`src/rtl/uart_tx_pkg.sv`:
```
package uart_tx_pkg;
  // Strobes from the controller to the datapath
  typedef struct packed {
    logic load;      // move held word into the shifter
    logic shift;     // advance to the next frame bit
    logic active;    // a frame is on the line
    logic pulseWin;  // inside the short-pulse window of the current bit
  } txStrobe_t;
endpackage

```
`src/rtl/uart_tx_ctrl.sv`:
```
module uart_tx_ctrl
  import uart_tx_pkg::*;
#(
  parameter int DATA_W      = 8,
  parameter int OVS         = 16,
  parameter int PULSE_TICKS = 3
) (
  input  logic      clk,
  input  logic      rstN,
  input  logic      haltN,
  input  logic      baudTick,
  input  logic      bufFull,
  input  logic      cfgWord8,
  input  logic      cfgParityEn,
  output txStrobe_t strobe
);
  localparam int SHORT_W = DATA_W - 1;
  localparam int FRAME_W = DATA_W + 3;
  localparam int TICK_W  = $clog2(OVS);
  localparam int BIT_W   = $clog2(FRAME_W + 1);

  typedef enum logic {S_IDLE, S_RUN} ctrlState_t;

  ctrlState_t        state;
  logic [TICK_W-1:0] tickCnt;
  logic [BIT_W-1:0]  bitCnt;
  logic [BIT_W-1:0]  lastBit;
  logic [BIT_W-1:0]  lastBitNext;
  logic              startFrame;
  logic              bitEnd;

  // index of the stop bit: data bits + optional parity + start bit
  assign lastBitNext = BIT_W'(SHORT_W + 1) + BIT_W'(cfgWord8) + BIT_W'(cfgParityEn);
  assign startFrame  = (state == S_IDLE) && bufFull && haltN;
  assign bitEnd      = baudTick && (tickCnt == TICK_W'(OVS - 1));

  always_ff @(posedge clk or negedge rstN) begin
    if (!rstN) begin
      state   <= S_IDLE;
      tickCnt <= '0;
      bitCnt  <= '0;
      lastBit <= '0;
    end else if (!haltN) begin
      state   <= S_IDLE;
      tickCnt <= '0;
      bitCnt  <= '0;
    end else begin
      case (state)
        S_IDLE: begin
          if (startFrame) begin
            state   <= S_RUN;
            tickCnt <= '0;
            bitCnt  <= '0;
            lastBit <= lastBitNext;
          end
        end
        default: begin
          if (baudTick) begin
            if (bitEnd) begin
              tickCnt <= '0;
              if (bitCnt == lastBit) state <= S_IDLE;
              else                   bitCnt <= bitCnt + 1'b1;
            end else begin
              tickCnt <= tickCnt + 1'b1;
            end
          end
        end
      endcase
    end
  end

  always_comb begin
    strobe.load     = startFrame;
    strobe.shift    = (state == S_RUN) && bitEnd && (bitCnt != lastBit);
    strobe.active   = (state == S_RUN);
    strobe.pulseWin = (tickCnt < TICK_W'(PULSE_TICKS));
  end
endmodule

```
`src/rtl/uart_tx_dp.sv`:
```
module uart_tx_dp
  import uart_tx_pkg::*;
#(
  parameter int DATA_W = 8
) (
  input  logic              clk,
  input  logic              rstN,
  input  logic              haltN,
  input  logic              wrValid,
  input  logic [DATA_W-1:0] wrData,
  input  logic              wrParity,
  input  logic              cfgWord8,
  input  logic              cfgParityEn,
  input  logic              cfgIrda,
  input  txStrobe_t         strobe,
  output logic              bufFull,
  output logic              txOut
);
  localparam int SHORT_W = DATA_W - 1;
  localparam int FRAME_W = DATA_W + 3;
  localparam int IDX_W   = $clog2(FRAME_W);

  logic [DATA_W-1:0]  bufData;
  logic               bufPar;
  logic [FRAME_W-1:0] shiftReg;
  logic [FRAME_W-1:0] frameVec;
  logic [IDX_W-1:0]   parIdx;
  logic               curBit;
  logic               lineNrz;
  logic               lineIr;

  // Frame image, bit 0 first on the line; unused upper positions stay 1
  assign parIdx = IDX_W'(SHORT_W + 1) + IDX_W'(cfgWord8);

  always_comb begin
    frameVec    = '1;
    frameVec[0] = 1'b0;
    for (int i = 0; i < DATA_W; i++) begin
      if (i < SHORT_W || cfgWord8) frameVec[i+1] = bufData[i];
    end
    if (cfgParityEn) frameVec[parIdx] = bufPar;
  end

  always_ff @(posedge clk or negedge rstN) begin
    if (!rstN) begin
      bufFull  <= 1'b0;
      bufData  <= '0;
      bufPar   <= 1'b0;
      shiftReg <= '1;
    end else if (!haltN) begin
      bufFull  <= 1'b0;
      shiftReg <= '1;
    end else begin
      if (wrValid && !bufFull) begin
        bufFull <= 1'b1;
        bufData <= wrData;
        bufPar  <= wrParity;
      end else if (strobe.load) begin
        bufFull <= 1'b0;
      end
      if (strobe.load)       shiftReg <= frameVec;
      else if (strobe.shift) shiftReg <= {1'b1, shiftReg[FRAME_W-1:1]};
    end
  end

  assign curBit  = shiftReg[0];
  assign lineNrz = strobe.active ? curBit : 1'b1;
  assign lineIr  = strobe.active && !curBit && strobe.pulseWin;
  assign txOut   = cfgIrda ? lineIr : lineNrz;
endmodule

```
`src/rtl/uart_tx.sv`:
```
module uart_tx
  import uart_tx_pkg::*;
#(
  parameter int DATA_W      = 8,
  parameter int OVS         = 16,
  parameter int PULSE_TICKS = 3
) (
  input  logic              clk,
  input  logic              rstN,
  input  logic              haltN,
  input  logic              baudTick,
  input  logic              cfgWord8,
  input  logic              cfgParityEn,
  input  logic              cfgIrda,
  input  logic              wrValid,
  input  logic [DATA_W-1:0] wrData,
  input  logic              wrParity,
  output logic              bufEmpty,
  output logic              txOut
);
  txStrobe_t txStrobe;
  logic      bufFull;

  uart_tx_ctrl #(.DATA_W(DATA_W), .OVS(OVS), .PULSE_TICKS(PULSE_TICKS)) ctrl_i (
    .clk(clk), .rstN(rstN), .haltN(haltN), .baudTick(baudTick),
    .bufFull(bufFull), .cfgWord8(cfgWord8), .cfgParityEn(cfgParityEn),
    .strobe(txStrobe)
  );

  uart_tx_dp #(.DATA_W(DATA_W)) dp_i (
    .clk(clk), .rstN(rstN), .haltN(haltN), .wrValid(wrValid),
    .wrData(wrData), .wrParity(wrParity), .cfgWord8(cfgWord8),
    .cfgParityEn(cfgParityEn), .cfgIrda(cfgIrda), .strobe(txStrobe),
    .bufFull(bufFull), .txOut(txOut)
  );

  assign bufEmpty = !bufFull;
endmodule

```
`config.mk`:
```
export PLATFORM = sky130hd
export DESIGN_NAME = uart_tx
export DESIGN_NICKNAME = d
export VERILOG_FILES = /design/src/rtl/uart_tx_pkg.sv /design/src/rtl/uart_tx_ctrl.sv /design/src/rtl/uart_tx_dp.sv /design/src/rtl/uart_tx.sv
export SDC_FILE = /design/constraint.sdc
export NUM_CORES = 1
export LEC_CHECK = 0
export BUFFER_PORTS_ARGS = -buffer_cell sky130_fd_sc_hd__buf_4
export CORE_MARGIN = 1.5
export CORE_UTILIZATION = 40
export DETAILED_ROUTE_END_ITERATION = 10
export PLACE_DENSITY = 0.61
export SLEW_MARGIN = 25
export SYNTH_ARGS = -nofsm -noshare
export SYNTH_HDL_FRONTEND = slang
export SYNTH_HIERARCHICAL = 1
export SYNTH_SLANG_ARGS = --single-unit
```
`constraint.sdc`:
```
create_clock -name clk -period 4.8 [get_ports clk]
set_input_delay 0.48 -clock clk [delete_from_list [all_inputs] [get_ports clk]]
set_output_delay 0.48 -clock clk [all_outputs]
set_load 0.01 [all_outputs]
```
After elaboration in Yosys (flattened, before gate mapping):

Cells that the tools add are included.

* register bits: 34
* input bits: 17
* word-level logic and storage cells: 69

* $add $sub $neg: 4
* magnitude comparators: 3
* equality and inequality tests: 9
* muxes and demuxes: 29
* bitwise operators: 1
* reductions and logical operators: 15

Operators with widths (count)
* $mux W11: 4
* $mux W4: 10
* $mux W1: 13
* $bwmux W11: 1
* $logic_and A1 B1 Y1: 9
* $ne A3 B1 Y1 const B: 3
* $ne A3 B3 Y1 const B: 3
* $add A4 B1 Y4 const B: 2
* $lt A4 B5 Y1 const B: 1
* $add A4 B1 Y4: 1
* $add A4 B1 Y4 const A: 1
* $demux W1 S4: 1
* $eq A4 B4 Y1: 1
* $eq A4 B4 Y1 const B: 1
* $ge A4 B1 Y1 const B: 1
* $lt A4 B2 Y1 const B: 1
* $ne A4 B4 Y1: 1
* $reduce_and A2 Y1: 2
* $reduce_and A4 Y1: 1
* $reduce_and A3 Y1: 1
* $logic_not A1 Y1: 2
* $not A1 Y1: 1

Longest topological paths before layout:

* word-level depth: 9
* gate-level depth with buffers: 9
* mapped depth without buffers: 7

By module:

The synthesis kept the hierarchy.

Modules (own cells, without submodules)
* uart_tx_dp: times used 1, cells each 70, area an instance 969.7 µm²
* uart_tx_ctrl: times used 1, cells each 66, area an instance 670.6 µm²
* uart_tx: times used 1, cells each 1, area an instance 3.8 µm²

Worst setup path before layout:

No wires, ideal clock.

* path kind: flip-flop to flip-flop
* start point: register ctrl_i.tickCnt[0]
* end point: register dp_i.shiftReg[1]
* library setup time: 80 ps
* arrival time: 1846 ps
* data required time: 4720 ps
* setup slack: 2873 ps
* cell stages (with the launch flop): 10
* path through: dfrtp_1 -> ha_1 -> and4_1 -> buf_2 -> o41a_1 -> and2_1 -> buf_6 -> mux2_4 -> mux2i_1 -> nand2_1

RTL lines
* start: declaration: line uart_tx_ctrl.sv:25 `logic [TICK_W-1:0] tickCnt;`
* start signal: assignment: line uart_tx_ctrl.sv:64 `tickCnt <= tickCnt + 1'b1;`
* end signal: assignment: line uart_tx_dp.sv:61 `if (strobe.load) shiftReg <= frameVec;`
* end signal: assignment: line uart_tx_dp.sv:62 `else if (strobe.shift) shiftReg <= {1'b1, shiftReg[FRAME_W-1:1]};`
* end: declaration: line uart_tx_dp.sv:25 `logic [FRAME_W-1:0] shiftReg;`

==> results by group <==
Logic synthesis
  – Synth Net Count: 157
  – #FFs+latches synth: 32
  – Synth warnings: 6
  – Top-area cell type share of the netlist area: 33.5%
  – Synth Instances: 137
  – Synth area leaders: dfrtp_1 (33%), dfstp_2 (16%), mux2_2 (8.2%)
  – Register area share after synthesis: 49.5%
  – Yosys cell types: 35
  – Syn avg cell area: 12.0 µm²
  – Yosys top cell by area: dfrtp_1
  – Mapped Area: 1640 µm²

Clock tree
  – CTS H-tree lvls: 2
  – Worst-Skew Late Latency: 0.27 ns
  – CTS tree: yes
  – Clk buf depth: 2
  – Post-CTS setup buffers: 0
  – Root buf cell: clkbuf_8
  – Num Clock Sinks: 32
  – Register clock-pin slew on the reported worst setup and hold paths: 0.06 ns
  – Hold buffers post-CTS: 0
  – CTS Buf Count: 5
  – PostCTS Resize Cnt: 0

Timing
  – RSZ-0062 raised after global routing: false
  – Max Freq: 430 MHz
  – Count of final max-slew check failures: 0
  – Max-slew headroom: 62.1%
  – Fin. Hold Viols: 0
  – Final period util: 48.4%
  – Worst Tran Pin Value: 0.569 ns
  – Setup Skew: 0.00280 ns
  – Setup-failing EPs final: 0
  – Period minus WS final: 2.33 ns
  – Final TNS setup: 0 ns

Floorplanning
  – Core region area: 3970 µm²
  – Ports: 19
  – Starting Density: 41.4%
  – Rows: 23
  – Die ar.: 4500 µm²
  – Die extent in x: 67.1 µm
  – Die height: 67.1 µm

Global routing
  – Antenna violations before repair: 0
  – Vias in the first global route: 1088
  – First-pass GRT wire length: 4990 µm
  – Congestion Overflow GR: 0
  – Largest net degree at the start of global routing: 33
  – All-Layer GR Usage: 14.9%

Critical path
  – Register-to-Register Setup Slack: 2.47 ns
  – Worst Path Max Fanout: 10
  – Setup crit start kind: flip-flop
  – Crit path DAT: 2.52 ns
  – Critical path's slowest cell: and2_1
  – Max incr delay on CP: 0.50 ns
  – Reg2reg end: dp_i/shiftReg[5]
  – Critical R2R Launch: ctrl_i/tickCnt[0]
  – Crit path capture type: flip-flop
  – CP cell instances: ha_1 -> and4_1 -> o41a_1 -> and2_1 -> mux2_4 -> mux2i_1 -> nand2_1
  – Setup CP Type: reg -> reg
  – Reg2Reg Depth: 7
  – Required @ worst endpoint: 5.00 ns

Route
  – Vias per cell: 5.15
  – Residual DRC: 0
  – Via count: 1061
  – DRT antenna net count: 0
  – Drt initial violations: 68
  – Final WL: 2810 µm
  – DR WL/cell: 13.6 µm
  – Initial DRT Pass Iterations: 4

Cells and area
  – Nets: 175
  – Share of layout cells above drive strength 1: 36.5%
  – Antenna diode count: 0
  – Non-filler cells, final: 206
  – Final core occ: 48.2%
  – Layout fillers: 352
  – Area growth, synth to finish: 16.4%
  – Storage cell area: 813 µm²
  – Area of the multi-input gates: 761 µm²

Placement
  – Hpwl dp: 1970 µm
  – RD Place Congestion: 0.816
  – Post-Place Cells: 198
  – IO buf count: 18

Power
  – Pwr dens: 350 nW/µm²
  – Gate power share: 11.6%
  – Switching Fraction: 21.3%
  – Total power: 0.000670 W
  – Sequential share of power: 47.4%
  – Internal: 0.000527 W
  – Leakage: 0.843 nW
  – Clock share of power: 41.0%
  – Switch Pwr: 0.000142 W
  – VDD IR max: 126 µV

Outcome
  – Outcome: completed

Worst hold path
  – Min-delay worst type: in -> async

Flow run
  – MaxCap Viol Count: 0
-- critical path, delay by kind of cell (launching register included) --
| kind | cells | cell delay [ns] |
|---|---|---|
| DFF | 1 | 0.39 |
| muxes | 2 | 0.48 |
| adders and majority gates | 1 | 0.25 |
| and+or+nand+nor | 3 | 0.90 |
| AOI/OAI and AO/OA | 1 | 0.22 |
-- cell usage in the layout (no fill, tap or decap), types with 2 or more instances in the layout --
cell,instances
nor3_1,2
clkbuf_8,7
nand4_1,3
ha_1,3
inv_1,4
buf_4,18
nor2_1,2
and2_1,3
dfrtp_1,22
nand2_1,12
and3_1,2
nor3b_1,2
o21ai_0,12
mux2i_1,12
xor2_1,3
dfstp_2,10
mux2_4,7
a21oi_1,2
mux2_2,12
nand3_1,3
-- cell type report --
cell class,count,area share (%)
Clock buffer,7,5.04
Clock inverter,1,1.57
Inverter,4,0.785
Multi-Input combinational cell,94,39.8
Sequential cell,32,42.5
Tap cell,50,3.27
Timing Repair Buffer,18,7.06
-- synthesized netlist by cell type, drive strengths merged --
cell type  instances
mux2              19
dfrtp             22
o31ai              1
o41a               1
and4b              1
nand2b             1
o221ai             1
nor3b              2
and2               4
o21ai             13
nor2b              1
mux2i             12
nand4              3
ha                 3
xor2               3
and3               2
nand3              3
buf                7
and4               1
o21bai             1
nand2             12
dfstp             10
nor2               2
a22o               1
nand3b             2
or4                1
nor3               2
a21oi              2
inv                4
-- cells by family after synthesis --
logic type,share of synthesized area [%]
adder cells (fa/ha/maj),2.28
AO/OA/AOI/OAI,7.23
multiplexers,21.9
flip-flops,49.5
buffers and inverters,4.26
XOR/XNOR,1.60
AND/OR/NAND/NOR,13.2
-- power groups by stage --
stage	combinational [W]	sequential (W)	clock, W
floorplan	0.0000559	0.000316	0
global placement	0.0000763	0.000321	0
detailed placement	0.0000784	0.000322	0
CTS	0.0000790	0.000318	0.000283
global route	0.0000873	0.000321	0.000299
finish	0.0000777	0.000318	0.000275
-- worst max-delay path by stage --
stage / depth (start not counted) / to / from
floorplan: 9 / dp_i/shiftReg[1] / ctrl_i/tickCnt[0]
global placement: 7 / dp_i/shiftReg[4] / ctrl_i/tickCnt[0]
detailed placement: 7 / dp_i/shiftReg[4] / ctrl_i/tickCnt[0]
CTS: 7 / dp_i/shiftReg[4] / ctrl_i/tickCnt[0]
global route: 7 / dp_i/shiftReg[4] / ctrl_i/tickCnt[0]
finish: 7 / dp_i/shiftReg[5] / ctrl_i/tickCnt[0]
-- per-layer routing --
layer,share of wire (%),wire (µm),GRT usage (%),vias up
met5,0,0,0,-
met4,0.39,11,3.83,0
met3,4.5,125,4.56,2
met2,46,1290,22.9,25
met1,49,1380,20.4,509
li1,-,-,-,525
-- state kept, by name, indices dropped and copies added (netlist names) --
name,count
dp_i/bufFull,1
ctrl_i/bitCnt,4
ctrl_i/lastBit,3
dp_i/bufData,8
dp_i/bufPar,1
ctrl_i/tickCnt,4
ctrl_i/state,1
dp_i/shiftReg,10
-- metrics by stage --
| stage | setup WS [ns] | area [µm²] | hold WS [ns] |
|---|---|---|---|
| finish | 2.47 | 1910 | 0.138 |
| global route | 2.31 | 1910 | 0.158 |
| CTS | 2.46 | 1910 | 0.144 |
| detailed placement | 2.48 | 1790 | 0.442 |
| global placement | 2.59 | 1790 | 0.444 |
| floorplan | 2.87 | 1640 | 0.184 |
Note: power is estimated with default switching activity, not from simulation.
